$ cat src/rtl/adc_seq_pkg.sv
package adc_seq_pkg;
   typedef enum logic [1:0] {
      ST_IDLE = 2'd0,
      ST_REG  = 2'd1,
      ST_INJ  = 2'd2
   } seq_state_e;
endpackage

$ cat src/rtl/adc_slot_mux.sv
module adc_slot_mux #(
   parameter int SLOTS = 16,
   parameter int CH_W  = 5,
   parameter int IDX_W = $clog2(SLOTS)
) (
   input  logic [SLOTS*CH_W-1:0] table_i,
   input  logic [IDX_W-1:0]      idx,
   output logic [CH_W-1:0]       chan
);
   assign chan = table_i[idx*CH_W +: CH_W];
endmodule

$ cat src/rtl/adc_result_fmt.sv
module adc_result_fmt #(
   parameter int RES_W  = 12,
   parameter int DATA_W = 16
) (
   input  logic [RES_W-1:0]  raw,
   input  logic              left,
   output logic [DATA_W-1:0] word
);
   localparam int PAD = DATA_W - RES_W;

   generate
      if (PAD == 0) begin : g_nopad
         logic unused_left;
         assign unused_left = left;
         assign word = raw;
      end else begin : g_pad
         assign word = left ? {raw, {PAD{1'b0}}} : {{PAD{1'b0}}, raw};
      end
   endgenerate
endmodule

$ cat src/rtl/adc_inj_bank.sv
module adc_inj_bank #(
   parameter int SLOTS  = 4,
   parameter int DATA_W = 16,
   parameter int IDX_W  = $clog2(SLOTS)
) (
   input  logic                    clk,
   input  logic                    rst_n,
   input  logic                    wr_en,
   input  logic [IDX_W-1:0]        wr_idx,
   input  logic [DATA_W-1:0]       wr_word,
   output logic [SLOTS*DATA_W-1:0] bank_o
);
   generate
      for (genvar s = 0; s < SLOTS; s++) begin : g_slot
         logic [DATA_W-1:0] word_q;
         always_ff @(posedge clk) begin
            if (!rst_n)
               word_q <= '0;
            else if (wr_en && (wr_idx == IDX_W'(s)))
               word_q <= wr_word;
         end
         assign bank_o[s*DATA_W +: DATA_W] = word_q;
      end
   endgenerate
endmodule

$ cat src/rtl/adc_seq_ctrl.sv
module adc_seq_ctrl
   import adc_seq_pkg::*;
#(
   parameter int REG_SLOTS = 16,
   parameter int INJ_SLOTS = 4,
   parameter int CH_W      = 5,
   parameter int RES_W     = 12,
   parameter int DATA_W    = 16,
   parameter int CHUNK_W   = 3,
   localparam int REG_IDX_W = $clog2(REG_SLOTS),
   localparam int INJ_IDX_W = $clog2(INJ_SLOTS)
) (
   input  logic                        clk,
   input  logic                        rst_n,
   input  logic [REG_SLOTS*CH_W-1:0]   reg_chan_tbl,
   input  logic [REG_IDX_W-1:0]        reg_len,
   input  logic [INJ_SLOTS*CH_W-1:0]   inj_chan_tbl,
   input  logic [INJ_IDX_W-1:0]        inj_len,
   input  logic                        scan_en,
   input  logic                        cont_en,
   input  logic                        disc_en,
   input  logic [CHUNK_W-1:0]          disc_chunk,
   input  logic                        align_left,
   input  logic                        reg_sw_start,
   input  logic                        reg_hw_trig,
   input  logic                        reg_hw_en,
   input  logic                        inj_sw_start,
   input  logic                        inj_hw_trig,
   input  logic                        inj_hw_en,
   input  logic                        reg_eoc_clr,
   input  logic                        inj_eoc_clr,
   output logic                        conv_start,
   output logic [CH_W-1:0]             conv_chan,
   input  logic                        conv_done,
   input  logic [RES_W-1:0]            conv_result,
   output logic [DATA_W-1:0]           reg_data,
   output logic [INJ_SLOTS*DATA_W-1:0] inj_data,
   output logic                        reg_eoc,
   output logic                        inj_eoc
);
   // elaboration-time parameter checks
   if (DATA_W < RES_W) begin : g_bad_width
      $error("DATA_W must be at least RES_W");
   end
   if ((REG_SLOTS < 2) || (REG_SLOTS != (1 << REG_IDX_W))) begin : g_bad_reg
      $error("REG_SLOTS must be a power of two, at least 2");
   end
   if ((INJ_SLOTS < 2) || (INJ_SLOTS != (1 << INJ_IDX_W))) begin : g_bad_inj
      $error("INJ_SLOTS must be a power of two, at least 2");
   end

   seq_state_e             state_q;
   logic [REG_IDX_W-1:0]   reg_slot_q;
   logic [INJ_IDX_W-1:0]   inj_slot_q;
   logic [CHUNK_W-1:0]     chunk_q;
   logic                   reg_run_q, inj_pend_q;
   logic                   start_q, reg_eoc_q, inj_eoc_q;
   logic [CH_W-1:0]        chan_q;
   logic [DATA_W-1:0]      reg_data_q;
   logic [CH_W-1:0]        reg_ch, inj_ch;
   logic [DATA_W-1:0]      fmt_word;
   logic                   reg_fire, inj_fire;
   logic                   reg_last, chunk_end, inj_last, inj_wr;

   adc_slot_mux #(.SLOTS(REG_SLOTS), .CH_W(CH_W)) u_reg_mux (
      .table_i(reg_chan_tbl), .idx(reg_slot_q), .chan(reg_ch));

   adc_slot_mux #(.SLOTS(INJ_SLOTS), .CH_W(CH_W)) u_inj_mux (
      .table_i(inj_chan_tbl), .idx(inj_slot_q), .chan(inj_ch));

   adc_result_fmt #(.RES_W(RES_W), .DATA_W(DATA_W)) u_fmt (
      .raw(conv_result), .left(align_left), .word(fmt_word));

   adc_inj_bank #(.SLOTS(INJ_SLOTS), .DATA_W(DATA_W)) u_bank (
      .clk(clk), .rst_n(rst_n), .wr_en(inj_wr), .wr_idx(inj_slot_q),
      .wr_word(fmt_word), .bank_o(inj_data));

   always_comb begin
      reg_fire  = reg_sw_start | (reg_hw_en & reg_hw_trig);
      inj_fire  = inj_sw_start | (inj_hw_en & inj_hw_trig);
      reg_last  = !scan_en || (reg_slot_q >= reg_len);
      chunk_end = (chunk_q == disc_chunk);
      inj_last  = (inj_slot_q >= inj_len);
      inj_wr    = (state_q == ST_INJ) && conv_done;
   end

   always_ff @(posedge clk) begin
      if (!rst_n) begin
         state_q    <= ST_IDLE;
         reg_slot_q <= '0;
         inj_slot_q <= '0;
         chunk_q    <= '0;
         reg_run_q  <= 1'b0;
         inj_pend_q <= 1'b0;
         start_q    <= 1'b0;
         chan_q     <= '0;
         reg_data_q <= '0;
         reg_eoc_q  <= 1'b0;
         inj_eoc_q  <= 1'b0;
      end else begin
         start_q <= 1'b0;
         if (reg_eoc_clr) reg_eoc_q <= 1'b0;
         if (inj_eoc_clr) inj_eoc_q <= 1'b0;
         if (inj_fire && !inj_pend_q) inj_pend_q <= 1'b1;
         if (reg_fire && !reg_run_q) begin
            reg_run_q <= 1'b1;
            chunk_q   <= '0;
         end
         case (state_q)
            ST_IDLE: begin
               if (inj_pend_q) begin
                  state_q <= ST_INJ;
                  start_q <= 1'b1;
                  chan_q  <= inj_ch;
               end else if (reg_run_q) begin
                  state_q <= ST_REG;
                  start_q <= 1'b1;
                  chan_q  <= reg_ch;
               end
            end
            ST_REG: begin
               if (conv_done) begin
                  state_q    <= ST_IDLE;
                  reg_data_q <= fmt_word;
                  reg_eoc_q  <= 1'b1;
                  reg_slot_q <= reg_last ? '0 : reg_slot_q + 1'b1;
                  if (disc_en) begin
                     if (reg_last || chunk_end) begin
                        reg_run_q <= 1'b0;
                        chunk_q   <= '0;
                     end else begin
                        chunk_q <= chunk_q + 1'b1;
                     end
                  end else if (reg_last && !cont_en) begin
                     reg_run_q <= 1'b0;
                  end
               end
            end
            ST_INJ: begin
               if (conv_done) begin
                  state_q <= ST_IDLE;
                  if (inj_last) begin
                     inj_slot_q <= '0;
                     inj_pend_q <= 1'b0;
                     inj_eoc_q  <= 1'b1;
                  end else begin
                     inj_slot_q <= inj_slot_q + 1'b1;
                  end
               end
            end
            default: state_q <= ST_IDLE;
         endcase
      end
   end

   assign conv_start = start_q;
   assign conv_chan  = chan_q;
   assign reg_data   = reg_data_q;
   assign reg_eoc    = reg_eoc_q;
   assign inj_eoc    = inj_eoc_q;
endmodule

$ cat config.mk
export PLATFORM = sky130hd
export DESIGN_NAME = adc_seq_ctrl
export DESIGN_NICKNAME = d
export VERILOG_FILES = /design/src/rtl/adc_seq_pkg.sv /design/src/rtl/adc_slot_mux.sv /design/src/rtl/adc_result_fmt.sv /design/src/rtl/adc_inj_bank.sv /design/src/rtl/adc_seq_ctrl.sv
export SDC_FILE = /design/constraint.sdc
export NUM_CORES = 1
export LEC_CHECK = 0
export ABC_AREA = 1
export BUFFER_PORTS_ARGS = -buffer_cell sky130_fd_sc_hd__buf_2
export CAP_MARGIN = 10
export CORE_MARGIN = 5
export CORE_UTILIZATION = 48
export DETAILED_ROUTE_END_ITERATION = 10
export PLACE_DENSITY = 0.9
export SLEW_MARGIN = 20
export SYNTH_ARGS = -nofsm -noshare
export SYNTH_HDL_FRONTEND = slang
export SYNTH_SLANG_ARGS = --single-unit
$ cat constraint.sdc
create_clock -name clk -period 2.19 [get_ports clk]
set_input_delay 0.219 -clock clk [delete_from_list [all_inputs] [get_ports clk]]
set_output_delay 0.219 -clock clk [all_outputs]
set_load 0.05 [all_outputs]
==> impl_results.md, run 1 <==
- Worst-path maximum fanout: 14
- Later-pin clock latency in the skew report: around 0.37 ns
- Crit path launch type: flip-flop
- Setup TNS after final layout: 0 ns
- Worst hold path depth: 4
- Final #Nets: 1,084
- Crit path DAT: around 2 ns
- Shortest clock period the worst path allows after layout: around 1.7 ns
- Global-route wire length before repair: around 24 mm
- Total global routing overflow: 0
- Deepest clock path buffer count: 2
- Via count of the first global-routing pass: between 5,000 and 6,000
- Cts hold-fix bufs: 0
- Post-Synthesis Cells: 730
- Crit path capture type: flip-flop
- Area share of and/or/nand/nor cells after synthesis: 0.238
- Clock tree from TritonCTS: built
- Die H: 113 µm
- Req. time, crit path: 2.46 ns
- Width of the chip: approximately 110 µm
- Vias after detailed routing: 5,453
- Actual slew at the worst max-slew pin: 0.751 ns
- DRC: 0
- Reg2reg path depth: 6
- Number of unique standard cell types used by synthesis: 35
- Total count of max-transition violations in the final report: 0
- Area delta synth->final: 24.9%
- Dominant combinational cell family by area after synthesis: simple AND/OR/NAND/NOR gates
- Part of the Yosys area used for sequential elements: 0.399
- Row Count: 37
- Leakage power summed over all cells: between 0.003 and 0.004 µW
- Tcrit/Tclk final: 0.795
- First-iteration detailed-routing DRC count: about 380
- Post-DR vias/cell: just over 5
- Number of gates resized after cts: 0
- # diodes: 0
- Initial Utilization: 0.491
- Highest Clock Rate: ~570 MHz
- Fraction of the mapped netlist area in adder cells: 0.0370
- Routed length per instance: roughly 14 µm
- Port bufs: about 220
- Clock input transition at the sequential cells of the worst setup and hold paths: approximately 0.1 ns
- Xor/xnor cell area share of the yosys netlist: 0.00691
- # fillers: roughly 970
- Root Buffer Master: clkbuf_8
- Total clock buffers created by CTS: 9
- Area of the core region: slightly above 10,000 µm²
- Setup repair after global routing missed its margin: false
- Pre-CTS setup slack: about 0.45 ns
- Post-DP HPWL: about 12 mm
- Post-synth design cell area: approximately 5100 µm²
- Yosys reg bits: between 100 and 150
- Final setup skew: roughly 0.020 ns
- Ratio of cells with drive above 1 in the final layout: 0.285
- Post CTS Setup Buffer Count: 0
- Synthesized net count: just under 900
- Synthesized area per cell: approximately 7 µm²
- Routability cong.: ~0.94
- Overall routed net length: between 15 and 20 mm
- Clock Sink Count: 101
- Initial antenna violation count: 0
- Headroom to the max-slew limit: 0.494
- I/O Pins: 224
- Power per unit of standard cell area: a little over 600 nW/µm²
- YS warnings: 0
- Max VDD drop: roughly 0.00043 V
- Outcome: completed
- First-pass DRT Iterations: 5
- Multiplexer share of the synthesized area: 0
- Tot GR Track Use: 0.232
- Final hold violation count: 0
- Pin count of the biggest net entering global routing: between 50 and 60
- Share of the synthesized area in compound gates (AO/OA/AOI/OAI): 0.211
- Max-cap check violation count: 0
- Critical path class: reg2reg
- Worst min-delay path class: in2reg
- Remaining antenna violation count after routing: 0
- Die outline area: 12,700 µm²
- Deepest level of the CTS H-tree: 3
- Final setup violating endpoints: 0
- Setup slack of the critical path after layout: approximately 0.45 ns
## cell families (layout without fill, tap and decap cells)
group                      count (synthesis)  after routing
xor gates and xnor gates                   4              4
DFF                                      101            101
and+or+nand+nor                          298            298
adders and majority gates                 15             15
AOI/OAI and AO/OA                        205            205
buffers and inverters                    107            315
## area by class of cell
type                            count  area (µm²)  share of cell area
Clock buffer                       10         128              0.0202
Clock inverter                      6        62.6             0.00988
Inverter                           67         263              0.0415
Multi-Input combinational cell    522        2500               0.395
Sequential cell                   101        2020               0.320
Tap cell                          136         170              0.0269
Timing Repair Buffer              232        1180               0.187
## final timing paths
check                                    from            end  slack, ns
worst min-delay path              inj_eoc_clr        inj_eoc       0.11
worst max register to register  inj_slot_q[0]  inj_slot_q[1]       0.45
worst min register to register    reg_data[2]    reg_data[2]       0.47
worst max-delay path            inj_slot_q[0]  inj_slot_q[1]       0.45
## worst max-delay path, cell delays in order (launching register included)
cell and delay, ns:
dfxtp_1 0.32, inv_1 0.30, ha_1 0.31, o21a_1 0.18
o21ai_0 0.22, nand2_1 0.13, a211oi_1 0.19
## report_power, final
group / switching [µW] / leakage (µW) / total (µW) / internal, µW
Combinational: 542 / 0.00243 / 801 / 258
Sequential: 43.2 / 0.000818 / 1950 / 1900
Clock: 706 / 0.0000965 / 1150 / 447
Total: 1290 / 0.00334 / 3900 / 2610
## cell usage after synthesis
master | count | share of area
o21ai_1 | 4 | 0.0039
buf_4 | 3 | 0.0044
nand2_4 | 3 | 0.0067
clkinv_2 | 1 | 0.00099
inv_2 | 5 | 0.0037
nor2_2 | 1 | 0.0012
a31oi_1 | 1 | 0.0012
o21a_1 | 4 | 0.0059
nand2_2 | 6 | 0.0074
nand3_1 | 31 | 0.031
a21oi_1 | 97 | 0.096
inv_4 | 1 | 0.0012
buf_1 | 2 | 0.0015
nand2_1 | 187 | 0.14
nand3b_1 | 1 | 0.0015
nand4_1 | 2 | 0.0025
o21ai_0 | 90 | 0.089
buf_2 | 12 | 0.012
a211oi_1 | 1 | 0.0015
ha_1 | 15 | 0.037
inv_8 | 1 | 0.0022
xor2_1 | 3 | 0.0052
nor3_1 | 2 | 0.0020
buf_12 | 1 | 0.0039
nor2_1 | 65 | 0.048
clkbuf_2 | 1 | 0.00099
a21oi_2 | 1 | 0.0017
a22o_1 | 1 | 0.0017
o221ai_1 | 5 | 0.0086
a21boi_1 | 1 | 0.0015
buf_6 | 12 | 0.027
xnor2_1 | 1 | 0.0017
clkbuf_1 | 9 | 0.0067
dfxtp_1 | 101 | 0.40
inv_1 | 59 | 0.044
## metal layers
layer,global-route usage,share of wire
met1,0.283,0.39
met2,0.391,0.48
met3,0.0668,0.11
met4,0.0809,0.026
met5,0,0
## state kept, by name (all words and copies together) (netlist names)
register	count
u_bank.g_slot.word_q	64
chunk_q	3
reg_eoc	1
reg_run_q	1
inj_pend_q	1
conv_start	1
reg_slot_q	4
conv_chan	5
state_q	2
inj_slot_q	2
inj_eoc	1
reg_data	16
## cells in the final DEF (no fill, tap or decap), types with 5 or more instances in the layout
| cell type | Yosys | final |
|---|---|---|
| buf_2 | 12 | 223 |
| nand2_1 | 187 | 187 |
| dfxtp_1 | 101 | 100 |
| a21oi_1 | 97 | 97 |
| o21ai_0 | 90 | 90 |
| nor2_1 | 65 | 65 |
| inv_1 | 59 | 59 |
| nand3_1 | 31 | 31 |
| ha_1 | 15 | 15 |
| clkbuf_8 | 0 | 9 |
| buf_4 | 3 | 9 |
| nand2_2 | 6 | 6 |
| inv_2 | 5 | 5 |
| o221ai_1 | 5 | 5 |
## metrics by stage
stage	instance area (µm²)	std cells	total power, µW	util	hold WS, ns
3_5_place_dp	6140	1058	2790	0.595	0.456
6_report	6330	1074	3900	0.613	0.108
5_1_grt	6330	1074	4090	0.613	0.110
4_1_cts	6330	1074	3930	0.613	0.0935
3_3_place_gp	6140	1058	2780	0.595	0.443
2_1_floorplan	5070	730	2530	-	0.378
No activity file was read; power rests on OpenSTA's default activity.
==> inputs of run 2 (changes only) <==
clock period = 1.64 ns   (was 2.19 ns; I/O delays follow)
==> run 2 against run 1 <==
Compared with the run above: first-iteration DRC count grew 30%; largest cell class unchanged; critical endpoint unchanged; critical path type unchanged; critical path depth stayed put; setup slack worse by 0.34 ns.
==> impl_results.md, run 2 (synthesis results as in run 1) <==
- Outcome: completed
- Clock tree from TritonCTS: built
- Start of the worst register-to-register path: inj_slot_q[0]
- Die outline area: ~13,000 µm²
- Total global routing overflow: 0
- Via count of the first global-routing pass: about 5,300
- Pin count of the biggest net entering global routing: 53
- Shortest clock period the worst path allows after layout: 1.53 ns
- Crit path capture: inj_slot_q[1]
- Row Count: 37
- Initial Utilization: 0.491
- Worst-path maximum fanout: 5
- Pre-CTS setup slack: -0.0235 ns
- Routed length per instance: between 10 and 15 µm
- Deepest level of the CTS H-tree: 3
- Power per unit of standard cell area: slightly above 800 nW/µm²
- Vias after detailed routing: 5,589
- FF-to-FF End: inj_slot_q[1]
- Tcrit/Tclk final: 0.935
- Reg-to-reg setup timing slack: approximately 0.11 ns
- Crit path capture type: flip-flop
- Leading cell type in the layout, fill and taps excluded: buf_2
- Final setup violating endpoints: 0
- Headroom to the max-slew limit: 0.417
- DRC: 0
- Total clock buffers created by CTS: 9
- Later-pin clock latency in the skew report: 0.37 ns
- Worst hold path depth: 4
- Crit path DAT: 1.81 ns
- Beginning of the critical path: inj_slot_q[0]
- # diodes: 0
- Setup slack of the critical path after layout: 0.107 ns
- Area delta synth->final: 27.8%
- Leakage power summed over all cells: 0.00339 µW
- Clock input transition at the sequential cells of the worst setup and hold paths: roughly 0.1 ns
- Clock Sink Count: between 100 and 150
- Area of the core region: between 10,000 and 15,000 µm²
- Deepest clock path buffer count: 2
- Port bufs: about 220
- Final core utilization: 0.628
- Overall routed net length: 16.1 mm
- First-pass DRT Iterations: 5
- I/O Pins: about 220
- Actual slew at the worst max-slew pin: slightly below 0.9 ns
- Most used cells in the layout excluding fill and tap cells: 223 x buf_2, 187 x nand2_1, 98 x dfxtp_1
- First-iteration detailed-routing DRC count: between 400 and 500
- Register with the most flip-flops: u_bank.g_slot.word_q
- Final hold violation count: 0
- Remaining antenna violation count after routing: 0
- Ratio of cells with drive above 1 in the final layout: 0.297
- Max VDD drop: ~0.00062 V
- Max reg flops: 64
- Max-cap check violation count: 0
- Post-DP HPWL: roughly 12 mm
- Root Buffer Master: clkbuf_8
- Setup TNS after final layout: 0 ns
- Critical path class: reg2reg
- Post-DR vias/cell: about 5
- Global-route wire length before repair: approximately 25 mm
- Routability cong.: between 0.9 and 1
- Reg2reg path depth: 6
- Width of the chip: between 100 and 150 µm
- Overall power of the completed layout: 5260 µW
- Highest Clock Rate: roughly 650 MHz
- Die H: ~110 µm
- Final #Nets: about 1,100
- # fillers: 932
- Req. time, crit path: 1.91 ns
- Worst min-delay path class: in2reg
- Initial antenna violation count: 0
- Crit path launch type: flip-flop
- Final setup skew: around 0.024 ns
- Total count of max-transition violations in the final report: 0
- Tot GR Track Use: 0.240
[run 2: worst min-delay path by stage]
stage / end / from / slack [ns]
2_1_floorplan: reg_eoc / reg_eoc_clr / 0.32
3_3_place_gp: inj_eoc / inj_eoc_clr / 0.42
3_5_place_dp: inj_eoc / inj_eoc_clr / 0.43
4_1_cts: inj_eoc / inj_eoc_clr / 0.03
5_1_grt: inj_eoc / inj_eoc_clr / 0.03
6_report: inj_eoc / inj_eoc_clr / 0.04
[run 2: layer usage]
| layer | GRT usage | up-vias | share of wire |
|---|---|---|---|
| met5 | 0 | - | 0 |
| met4 | 0.0897 | 0 | 0.026 |
| met3 | 0.0674 | 32 | 0.10 |
| met2 | 0.408 | 293 | 0.47 |
| met1 | 0.287 | 2463 | 0.40 |
| li1 | - | 2801 | - |
[run 2: where the power goes]
part / leakage [µW] / internal (µW) / total (µW) / switching, µW
clock network: 0.0000961 / 594 / 1540 / 950
logic: 0.00248 / 372 / 1110 / 741
registers: 0.000820 / 2540 / 2600 / 60.2
[run 2: what timing repair did]
action | CTS | global route
resized for setup | 1 | 17
hold buffers | 0 | 0
setup buffers | 0 | 0
endpoints found under the setup margin | 2 | 53
pin swaps | 0 | 1
[run 2: stage by stage]
stage / std cells / hold WS (ns) / cell area [µm²]
after floorplan: 730 / 0.323 / 5070
after global placement: 1070 / 0.423 / 6250
after detailed placement: 1070 / 0.430 / 6250
after CTS: 1086 / 0.0307 / 6450
after global routing: 1086 / 0.0332 / 6480
final: 1086 / 0.0423 / 6480
[run 2: critical path: stages, from the launching register on]
cell and delay (ns):
dfxtp_1 0.32, inv_1 0.15, ha_1 0.26, o21a_1 0.18, o21ai_1 0.20, nand2_1 0.14, a211oi_1 0.19
[run 2: cell type report]
cell class / instances / area (µm²) / area share
timing repair buffer: 244 / 1300 / 0.200
clock buffer: 10 / 128 / 0.0197
inverter: 67 / 280 / 0.0433
sequential: 101 / 2030 / 0.313
clock inverter: 6 / 62.6 / 0.00965
multi-input combinational: 522 / 2510 / 0.388
tap: 136 / 170 / 0.0263
==> inputs of run 3 (changes only) <==
CORE_ASPECT_RATIO = 0.6   (was not set)
==> run 3 against run 2 <==
Compared with the run above: via count up 1.3%; routed wire length up 2.8%; critical path type unchanged; first-iteration DRC count down 13%; fmax down 0.19%; register-to-register slack about the same.
==> impl_results.md, run 3 (synthesis results as in run 1) <==
- Register Area: approximately 2000 µm²
- Initial Utilization: 0.485
- Number of non-filler instances in the completed layout: between 1,000 and 1,500
- Max-cap check violation count: 0
- Deepest clock path buffer count: 2
- Placed insts: around 1,100
- Final core utilization: 0.634
- Deepest level of the CTS H-tree: 3
- DRC: 0
- Global-route wire length before repair: around 24 mm
- Outcome: completed
- Headroom to the max-slew limit: 0.260
- Remaining antenna violation count after routing: 0
- Register with the most flip-flops: u_bank.g_slot.word_q
- Die H: roughly 90 µm
- Via count of the first global-routing pass: 4,753
- Crit path launch type: flip-flop
- Setup TNS after final layout: 0 ns
- Routed length per instance: 15.1 µm
- Req. time, crit path: 1.91 ns
- Worst min-delay path class: in2reg
- I/O Pins: 224
- Most used cells in the layout excluding fill and tap cells: 223 x buf_2, 187 x nand2_1, 100 x dfxtp_1
- Post-DP HPWL: around 13 mm
- Critical path class: reg2reg
- Final setup skew: ~0.0063 ns
- Tcrit/Tclk final: 0.937
- Tot GR Track Use: 0.243
- Final setup violating endpoints: 0
- Later-pin clock latency in the skew report: 0.34 ns
- Power per unit of standard cell area: ~880 nW/µm²
- Area of the core region: 10,500 µm²
- Root Buffer Master: clkbuf_16
- Clock tree from TritonCTS: built
- Ratio of cells with drive above 1 in the final layout: 0.301
- Area delta synth->final: 30.8%
- Shortest clock period the worst path allows after layout: 1.54 ns
- Port bufs: ~220
- Routability cong.: 0.971
- Combined area of the multi-input logic cells: 2520 µm²
- Total clock buffers created by CTS: 9
- Clock input transition at the sequential cells of the worst setup and hold paths: 0.07 ns
- Total count of max-transition violations in the final report: 0
- Actual slew at the worst max-slew pin: between 1 and 1.5 ns
- Post-DR vias/cell: about 5.2
- Worst-path maximum fanout: 52
- First-iteration detailed-routing DRC count: around 430
- Vias after detailed routing: approximately 5,700
- Leading cell type in the layout, fill and taps excluded: buf_2
- Final hold violation count: 0
- Width of the chip: between 100 and 150 µm
- Leakage power summed over all cells: about 0.0035 µW
- Crit path DAT: between 1.5 and 2 ns
- Overall power of the completed layout: between 5000 and 6000 µW
- Overall routed net length: 16.5 mm
- Cts hold-fix bufs: 0
- Clock Sink Count: approximately 100
- Initial antenna violation count: 0
- Die outline area: between 10,000 and 15,000 µm²
- Pin count of the biggest net entering global routing: just under 70
- Max reg flops: 64
- Max VDD drop: 0.000701 V
- Crit path capture type: flip-flop
- # fillers: between 900 and 1,000
- First-pass DRT Iterations: 5
- Total global routing overflow: 0
- Final #Nets: approximately 1,100
- Highest Clock Rate: about 650 MHz
- Row Count: 29
run 3: through the flow:
step / hold slack (ns) / setup WS (ns) / cell area (µm²)
after global placement: 0.419 / 0.0646 / 6290
after CTS: 0.0651 / 0.0352 / 6590
after global routing: 0.0847 / -0.000593 / 6630
after detailed placement: 0.429 / -0.00848 / 6290
final: 0.0740 / 0.104 / 6630
after floorplan: 0.323 / 0.0257 / 5070
run 3: area by class of cell:
cell class	instances	area share
diodes	1	0.000377
clock buffers	10	0.0360
clock inverters	6	0.00830
inverters	67	0.0426
multi-input cells	522	0.380
flip-flops and latches	101	0.305
well taps	139	0.0262
repair buffers	247	0.202
run 3: repair_timing:
action | CTS | global route
setup buffers | 0 | 0
endpoints found under the hold margin | 0 | 0
resized for setup | 1 | 18
endpoints found under the setup margin | 1 | 57
pin swaps | 0 | 1
gates cloned | 0 | 0
run 3: power by group:
| part | switching [µW] | internal [µW] | leakage, µW |
|---|---|---|---|
| Sequential | 54.9 | 2540 | 0.000818 |
| Combinational | 770 | 377 | 0.00250 |
| Clock | 964 | 1100 | 0.000139 |
| Total | 1790 | 4020 | 0.00346 |
run 3: worst max-delay path: stages, from the launching register on:
cell     delay (ns)
dfxtp_2        0.42
buf_12         0.25
nand2_1        0.08
nand3_1        0.09
nand2_1        0.05
nor2_1         0.25
nand2_1        0.09
nand3_1        0.07
nand2_1        0.05
a21oi_1        0.12
run 3: final timing paths:
check / cells past startpoint / from / end / slack, ns
min reg2reg: 2 / reg_data[2] / reg_data[2] / 0.46
max reg2reg: 9 / reg_slot_q[0] / conv_chan[3] / 0.10
max: 9 / reg_slot_q[0] / conv_chan[3] / 0.10
min: 4 / inj_eoc_clr / inj_eoc / 0.07
run 3: routing by layer:
layer	track usage	up-vias	share of wire
li1	-	2813	-
met3	0.0651	20	0.12
met1	0.381	2529	0.46
met2	0.327	299	0.41
met5	0	-	0
met4	0.0526	0	0.014
